$ cat config.mk
export PLATFORM = sky130hd
export DESIGN_NAME = acq_scan_seq
export DESIGN_NICKNAME = d
export VERILOG_FILES = /design/src/rtl/acq_pkg.sv /design/src/rtl/acq_sync_edge.sv /design/src/rtl/acq_regs.sv /design/src/rtl/acq_pacer.sv /design/src/rtl/acq_seq.sv /design/src/rtl/acq_scan_seq.sv
export SDC_FILE = /design/constraint.sdc
export NUM_CORES = 1
export LEC_CHECK = 0
export CORE_MARGIN = 2
export CORE_UTILIZATION = 55
export DETAILED_ROUTE_END_ITERATION = 10
export PLACE_DENSITY = 0.74
export SYNTH_ARGS = -nofsm -noshare
export SYNTH_HDL_FRONTEND = slang
export SYNTH_SLANG_ARGS = --single-unit
$ cat constraint.sdc
create_clock -name clk -period 6.01 [get_ports clk]
set_clock_uncertainty 0.2 [all_clocks]
set_input_delay 1.202 -clock clk [delete_from_list [all_inputs] [get_ports clk]]
set_output_delay 1.202 -clock clk [all_outputs]
set_load 0.02 [all_outputs]
$ cat src/rtl/acq_pkg.sv
package acq_pkg;
  typedef enum logic [1:0] {SRC_PACER = 2'd0, SRC_EXT = 2'd1, SRC_CMP = 2'd2, SRC_HOST = 2'd3} src_e;
  typedef enum logic [1:0] {AM_SINGLE = 2'd0, AM_SIMUL = 2'd1, AM_SEQ = 2'd2, AM_RANDOM = 2'd3} amode_e;
  typedef enum logic [1:0] {ST_IDLE = 2'd0, ST_CONV = 2'd1, ST_GAP = 2'd2, ST_SGAP = 2'd3} seq_st_e;

  localparam logic [2:0] RA_CTRL  = 3'd0;
  localparam logic [2:0] RA_CGAP  = 3'd1;
  localparam logic [2:0] RA_SGAP  = 3'd2;
  localparam logic [2:0] RA_NSCAN = 3'd3;
  localparam logic [2:0] RA_LIMIT = 3'd4;
  localparam logic [2:0] RA_MASK  = 3'd5;
  localparam logic [2:0] RA_CMD   = 3'd6;
  localparam logic [2:0] RA_CHSEL = 3'd7;

  localparam int FL_COUNT = 0;
  localparam int FL_HALF  = 1;
  localparam int FL_FULL  = 2;
  localparam int FL_READ  = 3;
  localparam int NFLAGS   = 4;
endpackage

$ cat src/rtl/acq_sync_edge.sv
module acq_sync_edge #(
  parameter logic IDLE_LVL = 1'b0
) (
  input  logic clk,
  input  logic rst_n,
  input  logic din,
  output logic active_edge
);
  logic s1, s2, s3;

  always_ff @(posedge clk or negedge rst_n) begin
    if (!rst_n) begin
      s1 <= IDLE_LVL;
      s2 <= IDLE_LVL;
      s3 <= IDLE_LVL;
    end else begin
      s1 <= din;
      s2 <= s1;
      s3 <= s2;
    end
  end

  assign active_edge = (s2 != IDLE_LVL) && (s3 == IDLE_LVL);

  // an edge pulse never lasts two cycles
  assert_edge_single_R3: assert property (@(posedge clk) disable iff (!rst_n)
    active_edge |=> !active_edge);
endmodule

$ cat src/rtl/acq_regs.sv
module acq_regs
  import acq_pkg::*;
#(
  parameter int DW = 16,
  parameter int TW = 16,
  parameter int CW = 16,
  parameter int NW = 8,
  parameter int AW = 2
) (
  input  logic          clk,
  input  logic          rst_n,
  input  logic          wr_en,
  input  logic [2:0]    wr_addr,
  input  logic [DW-1:0] wr_data,
  input  logic          run_clr,
  input  logic          busy,
  input  logic          cnt_hit,
  input  logic          fifo_half,
  input  logic          fifo_full,
  input  logic          data_rd,
  output src_e          src,
  output amode_e        mode,
  output logic          run,
  output logic          burst,
  output logic [TW-1:0] conv_gap,
  output logic [TW-1:0] scan_gap,
  output logic [NW-1:0] nscan,
  output logic [CW-1:0] limit,
  output logic [AW-1:0] chsel,
  output logic          ctrl_wr,
  output logic          cmd_go,
  output logic          cmd_stop,
  output logic          overrun,
  output logic [NFLAGS-1:0] flags,
  output logic          irq
);
  logic [NFLAGS-1:0] mask;
  logic we_cgap, we_sgap, we_nscan, we_limit, we_mask, we_chsel, we_cmd;
  logic clr_ovr, clr_flags;
  logic run_n, ovr_n;
  logic [NFLAGS-1:0] flags_n, flag_set;

  assign ctrl_wr  = wr_en && (wr_addr == RA_CTRL);
  assign we_cgap  = wr_en && (wr_addr == RA_CGAP);
  assign we_sgap  = wr_en && (wr_addr == RA_SGAP);
  assign we_nscan = wr_en && (wr_addr == RA_NSCAN);
  assign we_limit = wr_en && (wr_addr == RA_LIMIT);
  assign we_mask  = wr_en && (wr_addr == RA_MASK);
  assign we_chsel = wr_en && (wr_addr == RA_CHSEL);
  assign we_cmd   = wr_en && (wr_addr == RA_CMD);

  assign cmd_go    = we_cmd && wr_data[0];
  assign cmd_stop  = we_cmd && wr_data[1];
  assign clr_ovr   = we_cmd && wr_data[2];
  assign clr_flags = we_cmd && wr_data[3];

  always_comb begin
    run_n = run;
    if (ctrl_wr) run_n = wr_data[4];
    else if (run_clr || cmd_stop) run_n = 1'b0;

    ovr_n = overrun;
    if (fifo_full && (run || busy)) ovr_n = 1'b1;
    else if (clr_ovr) ovr_n = 1'b0;

    flag_set = '0;
    flag_set[FL_COUNT] = cnt_hit;
    flag_set[FL_HALF]  = fifo_half;
    flag_set[FL_FULL]  = fifo_full;
    flag_set[FL_READ]  = data_rd;
    flags_n = (clr_flags ? '0 : flags) | flag_set;
  end

  always_ff @(posedge clk or negedge rst_n) begin
    if (!rst_n) begin
      src <= SRC_PACER;
      mode <= AM_SINGLE;
      burst <= 1'b0;
      run <= 1'b0;
      conv_gap <= '0;
      scan_gap <= '0;
      nscan <= '0;
      limit <= '0;
      mask <= '0;
      chsel <= '0;
      overrun <= 1'b0;
      flags <= '0;
    end else begin
      if (ctrl_wr) begin
        src   <= src_e'(wr_data[1:0]);
        mode  <= amode_e'(wr_data[3:2]);
        burst <= wr_data[5];
      end
      run <= run_n;
      if (we_cgap)  conv_gap <= wr_data[TW-1:0];
      if (we_sgap)  scan_gap <= wr_data[TW-1:0];
      if (we_nscan) nscan    <= wr_data[NW-1:0];
      if (we_limit) limit    <= wr_data[CW-1:0];
      if (we_mask)  mask     <= wr_data[NFLAGS-1:0];
      if (we_chsel) chsel    <= wr_data[AW-1:0];
      overrun <= ovr_n;
      flags   <= flags_n;
    end
  end

  assign irq = |(flags & mask);

  // overrun stays set until the clear command
  assert_ovr_sticky_R8: assert property (@(posedge clk) disable iff (!rst_n)
    (overrun && !clr_ovr) |=> overrun);
  // a raised data-read event is visible in the flags next cycle
  assert_read_flag_R9: assert property (@(posedge clk) disable iff (!rst_n)
    data_rd |=> flags[FL_READ]);
endmodule

$ cat src/rtl/acq_pacer.sv
module acq_pacer #(
  parameter int TW = 16
) (
  input  logic          clk,
  input  logic          rst_n,
  input  logic          enable,
  input  logic [TW-1:0] period,
  output logic          tick
);
  logic [TW-1:0] cnt, cnt_n;

  assign tick = enable && (cnt == '0);

  always_comb begin
    if (!enable)          cnt_n = '0;
    else if (cnt == '0)   cnt_n = period;
    else                  cnt_n = cnt - 1'b1;
  end

  always_ff @(posedge clk or negedge rst_n) begin
    if (!rst_n) cnt <= '0;
    else        cnt <= cnt_n;
  end

  // no pacer tick while disabled
  assert_pacer_off_R12: assert property (@(posedge clk) disable iff (!rst_n)
    !enable |=> (cnt == '0));
endmodule

$ cat src/rtl/acq_seq.sv
module acq_seq
  import acq_pkg::*;
#(
  parameter int NCH = 4,
  parameter int AW  = 2,
  parameter int TW  = 16,
  parameter int CW  = 16,
  parameter int NW  = 8
) (
  input  logic           clk,
  input  logic           rst_n,
  input  logic           launch,
  input  logic           multi,
  input  amode_e         mode,
  input  logic [AW-1:0]  chsel,
  input  logic [TW-1:0]  conv_gap,
  input  logic [TW-1:0]  scan_gap,
  input  logic [NW-1:0]  nscan,
  input  logic [CW-1:0]  limit,
  input  logic           hold,
  input  logic           stop,
  input  logic           cnt_clr,
  output logic [NCH-1:0] conv_start,
  output logic [AW-1:0]  chan_addr,
  output logic           busy,
  output logic           cnt_hit
);
  localparam logic [AW-1:0] LAST_CH = AW'(NCH - 1);

  seq_st_e       st, st_n;
  logic [AW-1:0] idx, idx_n, last_idx;
  logic [TW-1:0] wt, wt_n;
  logic [NW-1:0] sl, sl_n;
  logic [CW-1:0] sc, sc_n;
  logic          fire;

  assign fire     = (st == ST_CONV) && !hold;
  assign busy     = (st != ST_IDLE);
  assign last_idx = (mode == AM_SEQ || mode == AM_RANDOM) ? LAST_CH : '0;

  always_comb begin
    unique case (mode)
      AM_SEQ:   chan_addr = idx;
      AM_SIMUL: chan_addr = '0;
      default:  chan_addr = chsel;
    endcase
  end

  for (genvar i = 0; i < NCH; i++) begin : g_start
    assign conv_start[i] = fire && ((mode == AM_SIMUL) || (chan_addr == AW'(i)));
  end

  always_comb begin
    st_n = st; idx_n = idx; wt_n = wt; sl_n = sl; sc_n = sc; cnt_hit = 1'b0;
    unique case (st)
      ST_IDLE: if (launch) begin
        st_n  = ST_CONV;
        idx_n = '0;
        sl_n  = (multi && nscan != '0) ? nscan : NW'(1);
      end
      ST_CONV: if (fire) begin
        sc_n = sc + 1'b1;
        if (limit != '0 && sc_n == limit) begin
          cnt_hit = 1'b1;
          st_n    = ST_IDLE;
        end else if (idx == last_idx) begin
          if (sl > NW'(1)) begin
            sl_n  = sl - 1'b1;
            wt_n  = scan_gap;
            idx_n = '0;
            st_n  = ST_SGAP;
          end else begin
            st_n = ST_IDLE;
          end
        end else begin
          idx_n = idx + 1'b1;
          wt_n  = conv_gap;
          st_n  = ST_GAP;
        end
      end
      default: begin
        if (wt == '0) st_n = ST_CONV;
        else          wt_n = wt - 1'b1;
      end
    endcase
    if (cnt_clr) sc_n = '0;
    if (stop)    st_n = ST_IDLE;
  end

  always_ff @(posedge clk or negedge rst_n) begin
    if (!rst_n) begin
      st  <= ST_IDLE;
      idx <= '0;
      wt  <= '0;
      sl  <= '0;
      sc  <= '0;
    end else begin
      st  <= st_n;
      idx <= idx_n;
      wt  <= wt_n;
      sl  <= sl_n;
      sc  <= sc_n;
    end
  end

  // two conversion starts are never back to back
  assert_min_gap_R4: assert property (@(posedge clk) disable iff (!rst_n)
    (|conv_start) |=> !(|conv_start));
  // overrun hold blocks every start
  assert_hold_block_R8: assert property (@(posedge clk) disable iff (!rst_n)
    hold |-> (conv_start == '0));
  // stop leaves the sequencer idle
  assert_stop_idle_R10: assert property (@(posedge clk) disable iff (!rst_n)
    stop |=> !busy);
  // reaching the limit ends the sequence
  assert_limit_end_R7: assert property (@(posedge clk) disable iff (!rst_n)
    cnt_hit |=> !busy);
endmodule

$ cat src/rtl/acq_scan_seq.sv
module acq_scan_seq
  import acq_pkg::*;
#(
  parameter int NCH = 4,
  parameter int DW  = 16,
  parameter int TW  = 16,
  parameter int CW  = 16,
  parameter int NW  = 8,
  localparam int AW = (NCH > 1) ? $clog2(NCH) : 1
) (
  input  logic           clk,
  input  logic           rst_n,
  input  logic           wr_en,
  input  logic [2:0]     wr_addr,
  input  logic [DW-1:0]  wr_data,
  input  logic           ext_clk_n,
  input  logic           cmp_in,
  input  logic           fifo_half,
  input  logic           fifo_full,
  input  logic           data_rd,
  output logic [NCH-1:0] conv_start,
  output logic [AW-1:0]  chan_addr,
  output logic           busy,
  output logic           overrun,
  output logic [3:0]     irq_flags,
  output logic           irq
);
  logic rs1, rs2, rst_i;
  always_ff @(posedge clk or negedge rst_n) begin
    if (!rst_n) begin
      rs1 <= 1'b0;
      rs2 <= 1'b0;
    end else begin
      rs1 <= 1'b1;
      rs2 <= rs1;
    end
  end
  assign rst_i = rs2;

  src_e          src;
  amode_e        mode;
  logic          run, burst, ctrl_wr, cmd_go, cmd_stop, cnt_hit;
  logic [TW-1:0] conv_gap, scan_gap;
  logic [NW-1:0] nscan;
  logic [CW-1:0] limit;
  logic [AW-1:0] chsel;
  logic          ext_edge, cmp_edge, pace_tick, launch, multi, src_hit;

  acq_regs #(.DW(DW), .TW(TW), .CW(CW), .NW(NW), .AW(AW)) u_regs (
    .clk(clk), .rst_n(rst_i), .wr_en(wr_en), .wr_addr(wr_addr), .wr_data(wr_data),
    .run_clr(cnt_hit), .busy(busy), .cnt_hit(cnt_hit), .fifo_half(fifo_half),
    .fifo_full(fifo_full), .data_rd(data_rd), .src(src), .mode(mode), .run(run),
    .burst(burst), .conv_gap(conv_gap), .scan_gap(scan_gap), .nscan(nscan),
    .limit(limit), .chsel(chsel), .ctrl_wr(ctrl_wr), .cmd_go(cmd_go),
    .cmd_stop(cmd_stop), .overrun(overrun), .flags(irq_flags), .irq(irq));

  acq_sync_edge #(.IDLE_LVL(1'b1)) u_ext_sync (
    .clk(clk), .rst_n(rst_i), .din(ext_clk_n), .active_edge(ext_edge));

  acq_sync_edge #(.IDLE_LVL(1'b0)) u_cmp_sync (
    .clk(clk), .rst_n(rst_i), .din(cmp_in), .active_edge(cmp_edge));

  acq_pacer #(.TW(TW)) u_pacer (
    .clk(clk), .rst_n(rst_i), .enable(run && (src == SRC_PACER)),
    .period(scan_gap), .tick(pace_tick));

  always_comb begin
    unique case (src)
      SRC_PACER: src_hit = pace_tick;
      SRC_EXT:   src_hit = ext_edge;
      SRC_CMP:   src_hit = cmp_edge;
      default:   src_hit = cmd_go;
    endcase
  end
  assign launch = run && src_hit;
  assign multi  = burst && (src == SRC_EXT || src == SRC_CMP);

  acq_seq #(.NCH(NCH), .AW(AW), .TW(TW), .CW(CW), .NW(NW)) u_seq (
    .clk(clk), .rst_n(rst_i), .launch(launch), .multi(multi), .mode(mode),
    .chsel(chsel), .conv_gap(conv_gap), .scan_gap(scan_gap), .nscan(nscan),
    .limit(limit), .hold(overrun), .stop(cmd_stop), .cnt_clr(ctrl_wr),
    .conv_start(conv_start), .chan_addr(chan_addr), .busy(busy), .cnt_hit(cnt_hit));

  // a scan starts only while run is set or a sequence is active
  assert_launch_run_R2: assert property (@(posedge clk) disable iff (!rst_i)
    (!busy && !run) |=> !busy);
endmodule

==> reports/metrics.yaml <==
ff2ff_setup_slack_ps: 2260
power.density_nw_per_um2: 454
totalWireLength_um: 17800
r2r_cells: 10
post-cts-setup-buffers: 0
synth_area_um2: 7350
clock-root-buffer: "clkbuf_16"
cpPeakStageDelay_ps: 760
cts-buffers-inserted: 17
ctsHoldBuffers: 0
fill_cells: 1044
fp.dieArea_um2: 14300
setup_viol: 0
clk_latency_ps: 420
rsz0062_at_grt: "false"
yosysUniqueCellTypes: 72
area_delta_synth_final_pct: 15.2
antenna_cells: 0
async_flop_share_pct: 100
fmax_mhz: 223
min_path_cells: 0
final_layout_size_suffix_gt1_share_pct: 15.2
critical_path_arrival_ps: 3090
hp-class: "reg -> reg"
core_area_um2: 13100
h-tree-depth: 4
synth-seq-cells: 141
design_area_um2: 8460
grt_max_degree: 77
viasPerCell: 6.09
cp_num_buf_inv: 1
remaining_drc_errors: 0
syn_inst: 730
antenna_left: 0
run_status: "complete, no violations"
io_buffers: 39
synth_nets: 770
r2r_start: "u_regs.mode[0]"
dr_total_vias: 5767
synth-edff-count: 0
first_iter_violations: 554
wl_per_cell_um: 18.8
period_needed_ps: 4490
tritoncts: "built"
setup_tns_ps: 0
slew_headroom_pct: 29.4
final_common_cell: "dfrtp_1"
hold_slack_ps: 152
clock-sinks: 141
worst_setup_path_start_kind: "flip-flop"
cap_viol_max_count: 0
cp_top_family: "simple AND/OR/NAND/NOR gates"
period_share_pct: 74.8
layout_common_cells: "dfrtp_1 (137), nand2_1 (90), nor2_1 (68), mux2_2 (62), clkdlybuf4s50_1 (39)"
synth_area_per_cell_um2: 10.1
cts_resized: 0
start_util_pct: 55.9
rows: 42
crit_fanout: 14
die_w_um: 120
hold_viol: 0
gr-total-overflow: 0
synth_ff_type: "dfrtp_1"
antenna_found_initial: 0
cp_cell_sequence: "nor2b_1 > nand2b_1 > nor2_1 > clkdlybuf4s50_1"
ir_worst_vdd_mv: 0.251
die_h_um: 120
grt_pass1_vias: 5797
clkTransAtPathRegs_ps: 60
crit_type: "reg -> out"
cp_data_required_time_ps: 4610
power_leakage_nw: 3.62
synth-seq-area-share_pct: 48.1
gp_congestion: 0.875
end_kind: "output pin"
place_area_um2: 7870
slowest_stage: "nor2b_1"
yosys_warnings: 0
hold_start: "u_cmp_sync.s1"
io_pins: 40
worst_slew_pin_slew_ps: 1060
dpl.hpwl_um: 12300
grt_pass1_wl_um: 29700
finalNetCount: 798
globalRouteTotalUtil_pct: 26.4
min_to: "u_cmp_sync.s2"
r2r_end: "u_seq.wt[6]"
cts_buffer_depth: 2
drtPass1Iterations: 5
slew_viol_final: 0
[stage by stage]
step | power [mW] | instances | worst slack (ps) | util [%]
2_1_floorplan | 2.45 | 730 | 1600 | -
3_3_place_gp | 2.72 | 915 | 1950 | 59.9
3_5_place_dp | 2.78 | 915 | 1840 | 59.9
4_1_cts | 3.85 | 947 | 1480 | 64.4
5_1_grt | 4.10 | 947 | 1360 | 64.4
6_report | 3.84 | 947 | 1520 | 64.4
[layout make-up]
| type | instances | area [µm²] | share of cell area [%] |
|---|---|---|---|
| Multi-Input combinational cell | 533 | 3600 | 42.6 |
| Sequential cell | 141 | 3540 | 41.8 |
| Timing Repair Buffer | 45 | 435 | 5.14 |
| Clock buffer | 17 | 425 | 5.03 |
| Tap cell | 176 | 220 | 2.60 |
| Clock inverter | 15 | 166 | 1.97 |
| Inverter | 20 | 75.1 | 0.887 |
[registers in the layout, summed over array words and instances, names as in the netlist, 2 cells and up]
name             count
u_seq.wt            16
u_seq.sl             8
u_regs.limit        16
u_regs.conv_gap     16
u_seq.sc            16
u_seq.idx            2
u_regs.mode          2
u_regs.nscan         8
u_pacer.cnt         16
u_seq.st             2
u_regs.mask          4
u_regs.flags         4
u_regs.scan_gap     16
u_regs.src           2
u_regs.chsel         2
[worst max path at each step]
stage	start	endpoint	slack, ps	depth (start not counted)
global route	u_seq.st[1]	conv_start[0]	1360	4
CTS	u_seq.st[1]	conv_start[1]	1480	4
global placement	wr_addr[1]	u_seq.sl[3]	1950	9
detailed placement	wr_addr[1]	u_seq.sl[3]	1840	9
floorplan	rs2	u_cmp_sync.s1	1600	0
finish	u_seq.st[1]	conv_start[1]	1520	4
[power breakdown]
| group | leakage, nW | switching, mW | internal [mW] |
|---|---|---|---|
| logic | 1.61 | 0.804 | 0.561 |
| registers | 1.73 | 0.253 | 1.18 |
| clock network | 0.274 | 0.433 | 0.616 |
[synthesized netlist by cell type (all sizes together), types with 18 or more instances]
| cell | n | area (µm²) |
|---|---|---|
| inv | 20 | 75.1 |
| xnor2 | 27 | 236 |
| nor2 | 68 | 255 |
| a21oi | 31 | 155 |
| nand2 | 91 | 344 |
| nor3 | 18 | 101 |
| dfrtp | 138 | 3450 |
| o21ai | 20 | 100 |
| xor2 | 21 | 184 |
| mux2 | 62 | 698 |
| nand3 | 27 | 148 |
| clkbuf | 23 | 86.3 |
[kinds of logic (layout without fill, tap and decap cells)]
kind of cell             after synthesis  after routing  synth area share [%]
other                                  1              1                0.0510
multiplexers                          69             69                  10.5
adder cells (fa/ha/maj)               13             13                  2.21
XOR/XNOR                              48             48                  5.72
flip-flops                           141            141                  48.1
AND/OR/NAND/NOR                      271            271                  18.0
buffers and inverters                 56             97                  3.17
AO/OA/AOI/OAI                        131            131                  12.3
[per-layer routing]
metal  vias up  global-route usage [%]  part of all wire [%]
met5         -                       0                     0
met4         0                    7.50                   1.5
met3        23                    5.32                   5.7
met2       225                    43.1                    48
met1      2848                    35.9                    44
li1       2671                       -                     -
Note: power is estimated with default switching activity, not from simulation.
